--- src/rtl/dram_ctrl_pkg.sv ---
package dram_ctrl_pkg;

  typedef enum logic [2:0] {
    PH_IDLE, // no row open, waiting
    PH_OPEN, // row open, waiting
    PH_PRE,  // row strobe high, rewrite time
    PH_ACT,  // row strobe low, row access time
    PH_COL,  // column strobe low
    PH_CGAP, // column strobe high, rest of the page cycle
    PH_RACT, // refresh row strobe low
    PH_RPRE  // refresh rewrite time
  } phase_e;

  function automatic logic row_strobe_on(phase_e p);
    return p inside {PH_OPEN, PH_ACT, PH_COL, PH_CGAP, PH_RACT};
  endfunction

endpackage

--- src/rtl/dram_refresh_sched.sv ---
module dram_refresh_sched #(
  parameter int ROW_W        = 8,
  parameter int REF_INTERVAL = 390
) (
  input  logic             clk,
  input  logic             rst,
  input  logic             grant,
  output logic             pending,
  output logic [ROW_W-1:0] ref_row
);
  localparam int TW = (REF_INTERVAL > 2) ? $clog2(REF_INTERVAL) : 1;

  logic [TW-1:0] tick_q;
  logic          wrap;

  assign wrap = (tick_q == TW'(REF_INTERVAL - 1));

  always_ff @(posedge clk) begin
    if (rst) begin
      tick_q  <= '0;
      pending <= 1'b0;
      ref_row <= '0;
    end else begin
      tick_q <= wrap ? '0 : tick_q + 1'b1;
      if (wrap)
        pending <= 1'b1;
      else if (grant)
        pending <= 1'b0;
      if (grant)
        ref_row <= ref_row + 1'b1;
    end
  end
endmodule

--- src/rtl/dram_open_row.sv ---
module dram_open_row #(
  parameter int ROW_W = 8
) (
  input  logic             clk,
  input  logic             rst,
  input  logic             load,
  input  logic             close,
  input  logic [ROW_W-1:0] load_row,
  input  logic [ROW_W-1:0] cmp_row,
  output logic             hit
);
  logic             valid_q;
  logic [ROW_W-1:0] row_q;

  always_ff @(posedge clk) begin
    if (rst) begin
      valid_q <= 1'b0;
      row_q   <= '0;
    end else if (load) begin
      valid_q <= 1'b1;
      row_q   <= load_row;
    end else if (close) begin
      valid_q <= 1'b0;
    end
  end

  assign hit = valid_q && (row_q == cmp_row);
endmodule

--- src/rtl/dram_phase_seq.sv ---
module dram_phase_seq
  import dram_ctrl_pkg::*;
#(
  parameter int T_RAS  = 5,
  parameter int T_CAS  = 1,
  parameter int T_PRE  = 3,
  parameter int T_PAGE = 3
) (
  input  logic   clk,
  input  logic   rst,
  input  logic   req_fire,
  input  logic   row_hit,
  input  logic   ref_pending,
  output phase_e phase_q,
  output phase_e phase_d,
  output logic   last,
  output logic   ref_grant,
  output logic   row_load,
  output logic   row_close
);
  localparam int GAP  = (T_PAGE > T_CAS) ? (T_PAGE - T_CAS) : 1;
  localparam int D1   = (T_RAS > T_PRE) ? T_RAS : T_PRE;
  localparam int D2   = (T_CAS > GAP) ? T_CAS : GAP;
  localparam int DMAX = (D1 > D2) ? D1 : D2;
  localparam int CW   = $clog2(DMAX + 1);

  logic [CW-1:0] cnt_q;
  logic          pre_ref_q, pre_ref_d;

  function automatic logic [CW-1:0] span(phase_e p);
    case (p)
      PH_PRE, PH_RPRE: return CW'(T_PRE - 1);
      PH_ACT, PH_RACT: return CW'(T_RAS - 1);
      PH_COL:          return CW'(T_CAS - 1);
      PH_CGAP:         return CW'(GAP - 1);
      default:         return '0;
    endcase
  endfunction

  assign last = (cnt_q == '0);

  always_comb begin
    phase_d   = phase_q;
    pre_ref_d = pre_ref_q;
    ref_grant = 1'b0;
    row_load  = 1'b0;
    row_close = 1'b0;
    case (phase_q)
      PH_IDLE: begin
        if (ref_pending) begin
          phase_d   = PH_RACT;
          ref_grant = 1'b1;
        end else if (req_fire) begin
          phase_d  = PH_ACT;
          row_load = 1'b1;
        end
      end
      PH_OPEN: begin
        if (ref_pending) begin
          phase_d   = PH_PRE;
          pre_ref_d = 1'b1;
          row_close = 1'b1;
        end else if (req_fire) begin
          if (row_hit) begin
            phase_d = PH_COL;
          end else begin
            phase_d   = PH_PRE;
            pre_ref_d = 1'b0;
            row_close = 1'b1;
          end
        end
      end
      PH_PRE: if (last) begin
        if (pre_ref_q) begin
          phase_d   = PH_RACT;
          ref_grant = 1'b1;
        end else begin
          phase_d  = PH_ACT;
          row_load = 1'b1;
        end
      end
      PH_ACT:  if (last) phase_d = PH_COL;
      PH_COL:  if (last) phase_d = PH_CGAP;
      PH_CGAP: if (last) phase_d = PH_OPEN;
      PH_RACT: if (last) phase_d = PH_RPRE;
      PH_RPRE: if (last) phase_d = PH_IDLE;
      default: phase_d = PH_IDLE;
    endcase
  end

  always_ff @(posedge clk) begin
    if (rst) begin
      phase_q   <= PH_IDLE;
      cnt_q     <= '0;
      pre_ref_q <= 1'b0;
    end else begin
      phase_q   <= phase_d;
      pre_ref_q <= pre_ref_d;
      if (phase_d != phase_q)
        cnt_q <= span(phase_d);
      else if (!last)
        cnt_q <= cnt_q - 1'b1;
    end
  end
endmodule

--- src/rtl/dram_page_ctrl.sv ---
module dram_page_ctrl
  import dram_ctrl_pkg::*;
#(
  parameter int ROW_W        = 8,
  parameter int COL_W        = 8,
  parameter int ADDR_W       = ROW_W + COL_W,
  parameter int MA_W         = (ROW_W > COL_W) ? ROW_W : COL_W,
  parameter int T_RAS        = 5,
  parameter int T_CAS        = 1,
  parameter int T_PRE        = 3,
  parameter int T_PAGE       = 3,
  parameter int REF_INTERVAL = 390
) (
  input  logic              clk,
  input  logic              rst,
  input  logic              req_valid,
  output logic              req_ready,
  input  logic [ADDR_W-1:0] req_addr,
  input  logic              req_we,
  input  logic              req_wdata,
  output logic              rd_valid,
  output logic              rd_data,
  output logic [MA_W-1:0]   mem_addr,
  output logic              mem_ras_n,
  output logic              mem_cas_n,
  output logic              mem_we_n,
  output logic              mem_din,
  input  logic              mem_dout
);
  logic [ROW_W-1:0] in_row, lat_row, nxt_row, ref_row;
  logic [COL_W-1:0] in_col, lat_col, nxt_col;
  logic             lat_we, lat_wd, nxt_we, nxt_wd;
  logic             req_fire, ref_pending, ref_grant;
  logic             row_hit, row_load, row_close, last;
  phase_e           phase_q, phase_d;

  assign in_row   = req_addr[ADDR_W-1:COL_W];
  assign in_col   = req_addr[COL_W-1:0];
  assign req_ready = ((phase_q == PH_IDLE) || (phase_q == PH_OPEN)) && !ref_pending;
  assign req_fire = req_valid && req_ready;

  assign nxt_row = req_fire ? in_row    : lat_row;
  assign nxt_col = req_fire ? in_col    : lat_col;
  assign nxt_we  = req_fire ? req_we    : lat_we;
  assign nxt_wd  = req_fire ? req_wdata : lat_wd;

  dram_refresh_sched #(
    .ROW_W(ROW_W), .REF_INTERVAL(REF_INTERVAL)
  ) u_refresh (
    .clk(clk), .rst(rst), .grant(ref_grant),
    .pending(ref_pending), .ref_row(ref_row)
  );

  dram_open_row #(.ROW_W(ROW_W)) u_open_row (
    .clk(clk), .rst(rst), .load(row_load), .close(row_close),
    .load_row(nxt_row), .cmp_row(in_row), .hit(row_hit)
  );

  dram_phase_seq #(
    .T_RAS(T_RAS), .T_CAS(T_CAS), .T_PRE(T_PRE), .T_PAGE(T_PAGE)
  ) u_seq (
    .clk(clk), .rst(rst), .req_fire(req_fire), .row_hit(row_hit),
    .ref_pending(ref_pending), .phase_q(phase_q), .phase_d(phase_d),
    .last(last), .ref_grant(ref_grant), .row_load(row_load),
    .row_close(row_close)
  );

  // request capture
  always_ff @(posedge clk) begin
    if (rst) begin
      lat_row <= '0;
      lat_col <= '0;
      lat_we  <= 1'b0;
      lat_wd  <= 1'b0;
    end else if (req_fire) begin
      lat_row <= in_row;
      lat_col <= in_col;
      lat_we  <= req_we;
      lat_wd  <= req_wdata;
    end
  end

  // strobes registered from the next phase so they line up with it
  always_ff @(posedge clk) begin
    if (rst) begin
      mem_ras_n <= 1'b1;
      mem_cas_n <= 1'b1;
      mem_we_n  <= 1'b1;
      mem_din   <= 1'b0;
      mem_addr  <= '0;
    end else begin
      mem_ras_n <= !row_strobe_on(phase_d);
      mem_cas_n <= !(phase_d == PH_COL);
      mem_we_n  <= !((phase_d == PH_COL) && nxt_we);
      if (phase_d == PH_COL)
        mem_din <= nxt_wd;
      if (phase_d == PH_ACT)
        mem_addr <= MA_W'(nxt_row);
      else if (phase_d == PH_COL)
        mem_addr <= MA_W'(nxt_col);
      else if ((phase_d == PH_RACT) && (phase_q != PH_RACT))
        mem_addr <= MA_W'(ref_row);
    end
  end

  // read return
  always_ff @(posedge clk) begin
    if (rst) begin
      rd_valid <= 1'b0;
      rd_data  <= 1'b0;
    end else begin
      rd_valid <= (phase_q == PH_COL) && last && !lat_we;
      if ((phase_q == PH_COL) && last && !lat_we)
        rd_data <= mem_dout;
    end
  end
endmodule

--- config.mk ---
export PLATFORM = sky130hd
export DESIGN_NAME = dram_page_ctrl
export DESIGN_NICKNAME = d
export VERILOG_FILES = /design/src/rtl/dram_ctrl_pkg.sv /design/src/rtl/dram_refresh_sched.sv /design/src/rtl/dram_open_row.sv /design/src/rtl/dram_phase_seq.sv /design/src/rtl/dram_page_ctrl.sv
export SDC_FILE = /design/constraint.sdc
export NUM_CORES = 1
export LEC_CHECK = 0
export BUFFER_PORTS_ARGS = -buffer_cell sky130_fd_sc_hd__buf_2
export CAP_MARGIN = 40
export CORE_UTILIZATION = 50
export CTS_CLUSTER_DIAMETER = 40
export DETAILED_ROUTE_END_ITERATION = 8
export PLACE_DENSITY = 0.7
export SETUP_SLACK_MARGIN = 0.3
export SKIP_CTS_REPAIR_TIMING = 1
export SLEW_MARGIN = 20
export SYNTH_ARGS = -nofsm -noshare
export SYNTH_HDL_FRONTEND = slang
export SYNTH_SLANG_ARGS = --single-unit
--- constraint.sdc ---
create_clock -name clk -period 4.99 [get_ports clk]
set_clock_uncertainty 0.1 [all_clocks]
set_input_delay 1.497 -clock clk [delete_from_list [all_inputs] [get_ports clk]]
set_output_delay 1.497 -clock clk [all_outputs]
set_load 0.05 [all_outputs]
==> qor.yml <==
status: "complete, no violations"
clk_pin_slew_ns: 0.07
first_iter_violations: 110
drt-wirelength-per-cell_um: 13.9
max_cap_violations: 0
p_int_mw: 1.06
worst_ep_arrival_time_ns: 3.70
rsz0062_at_grt: "false"
synth-compound-area-share_pct: 16.1
pwr-share-clk_pct: 25.4
end_kind: "register"
ant_nets: 0
synth_xor_area_share_pct: 7.22
overflow: 0
hold_path_class: "register to register"
synth_fa_ha_area_share_pct: 2.15
port_buffers: 36
grt_pass1_wl_mm: 10.4
wirelength_mm: 6.02
ctsHtreeMaxLevel: 3
grt_antenna_before_repair: 0
mappedNetlistArea_sq_um: 2910
synth_top_family_by_area: "simple AND/OR/NAND/NOR gates"
cts_buffers: 9
worstPathMaxFanout: 14
worst_setup_path_start_kind: "input port"
synth_flop_cell: "dfxtp_1"
grt_pass1_vias: 2174
yosysSeqAreaShare_pct: 45.4
fmax_ghz: 0.285
cts_tree: "built"
post-route-min-period_ns: 3.51
synth-edff-count: 0
area_growth_pct: 14.4
yosysWarnings: 0
worst_slew_pin_slew_ns: 0.743
hold_viol: 0
hpwl_mm: 4.42
dieHeight_um: 78.3
cp_slowest_stage_delay_ns: 0.58
swShare_pct: 38.5
clk_latency_ns: 0.34
root_buffer: "clkbuf_8"
crit_chain: "buf_2 -> xnor2_1 -> nand4_1 -> or3_1 -> o21ai_2 -> and3b_1 -> or3_1 -> o211a_1"
combPwrFrac_pct: 34.8
nets: 383
final_common_cell: "dfxtp_1"
gp_congestion: 0.792
ir_drop_v: 0.000327
avgSynthCellArea_sq_um: 9.04
drv_slew: 0
die_width_um: 78.3
dp_slack_ns: 1.13
ys_types: 48
cp_common_cell: "or3_1"
critPathKind: "input port to register"
num_io_pins: 37
power.leakage_nw: 1.41
required_ns: 5.18
row_count: 27
synthArstFlopShare_pct: 0
initial_core_util_pct: 52.2
drc: 0
vias: 2310
setup_viol: 0
tns_ns: 0
fp.coreArea_sq_um: 5570
fin_ws_ns: 1.48
grt_max_degree: 38
slew_headroom_pct: 50.2
netlist_instances: 322
cts_max_path_buffers: 2
p_seq_share_pct: 39.8
ys_ff_latch: 66
synthMuxAreaShare_pct: 4.82
vias_per_cell: 5.33
power.density_nw_per_um2: 516
die_area_sq_um: 6130
post-route-period-util_pct: 70.4
syn_nets: 349
final_cell_mix: "dfxtp_1, nor2_1, buf_2"
slowest_stage: "and3b_1"
antenna_cells: 0
power.net_switching_mw: 0.662
grt_usage_pct: 22.4
cts_sinks: 66
r2r_slack_ns: 2.17
layout-drive-gt1-share_pct: 17.5
dr.pass1.iters: 4
synthSimpleGateAreaFrac_pct: 20.9
metrics by stage:
step	cell area [sq um]	total power, mW	utilization [%]	instances	hold WS [ns]
3_5_place_dp	3130	1.29	56.2	417	0.347
2_1_floorplan	2910	1.17	-	322	0.330
5_1_grt	3330	1.83	59.7	433	0.407
3_3_place_gp	3120	1.28	56.0	416	0.342
6_report	3330	1.72	59.7	433	0.366
4_1_cts	3330	1.73	59.7	433	0.365
synthesized netlist by cell type, types with 5 or more instances:
| cell | instances | area, sq um |
|---|---|---|
| dfxtp_1 | 66 | 1320 |
| nor2_1 | 54 | 203 |
| nand2_1 | 34 | 128 |
| a21oi_1 | 19 | 95.1 |
| xnor2_1 | 15 | 131 |
| mux2i_1 | 14 | 140 |
| a211oi_1 | 12 | 90.1 |
| nand3_1 | 10 | 50.1 |
| xor2_1 | 9 | 78.8 |
| clkbuf_1 | 7 | 26.3 |
| o211a_1 | 7 | 70.1 |
| inv_1 | 6 | 22.5 |
| o2bb2ai_1 | 6 | 52.6 |
| buf_2 | 5 | 25.0 |
| ha_1 | 5 | 62.6 |
critical path: cells and delay by family:
| family | cells | cell delay [ns] |
|---|---|---|
| buf+inv | 1 | 0.11 |
| compound gates | 2 | 0.44 |
| xor+xnor | 1 | 0.15 |
| simple gates | 4 | 1.48 |
routing by layer:
layer / GRT usage (%) / up-vias / part of all wire, %
met5: 0 / - / 0
met4: 10.9 / 0 / 1.4
met3: 4.65 / 8 / 3.4
met2: 34.3 / 40 / 46
met1: 30.0 / 1075 / 49
li1: - / 1187 / -
sequential cells by signal, indices dropped and copies added (netlist names), 3 cells and up:
| register | flops |
|---|---|
| lat_col | 8 |
| lat_row | 8 |
| u_seq.cnt_q | 3 |
| u_seq.phase_q | 3 |
| u_refresh.ref_row | 8 |
| u_open_row.row_q | 8 |
| u_refresh.tick_q | 9 |
| mem_addr | 8 |
worst paths after layout:
path / from / cells after the start / to
worst max register to register: u_seq.cnt_q[0] / 9 / mem_addr[5]
worst min register to register: u_refresh.tick_q[0] / 1 / u_refresh.tick_q[0]
worst min-delay path: u_refresh.tick_q[0] / 1 / u_refresh.tick_q[0]
worst max-delay path: req_addr[9] / 8 / mem_addr[5]
cells by family (layout without fill, tap and decap cells):
| logic type | Yosys count | after routing |
|---|---|---|
| and+or+nand+nor | 129 | 129 |
| xor gates and xnor gates | 24 | 24 |
| DFF | 66 | 66 |
| AOI/OAI and AO/OA | 62 | 62 |
| adders and majority gates | 5 | 5 |
| muxes | 14 | 14 |
| buffers and inverters | 22 | 61 |
power groups by stage:
stage / clock network [mW] / logic, mW / registers [mW]
finish: 0.437 / 0.598 / 0.683
global route: 0.473 / 0.662 / 0.694
CTS: 0.444 / 0.602 / 0.683
detailed placement: 0 / 0.599 / 0.694
global placement: 0 / 0.586 / 0.693
floorplan: 0 / 0.385 / 0.782
cell type report:
cell class	count	area, sq um
Clock buffer	9	124
Clock inverter	7	70.1
Fill cell	512	2250
Inverter	6	22.5
Multi-Input combinational cell	234	1490
Sequential cell	66	1320
Tap cell	72	90.1
Timing Repair Buffer	39	210
Note: power is estimated with default switching activity, not from simulation.
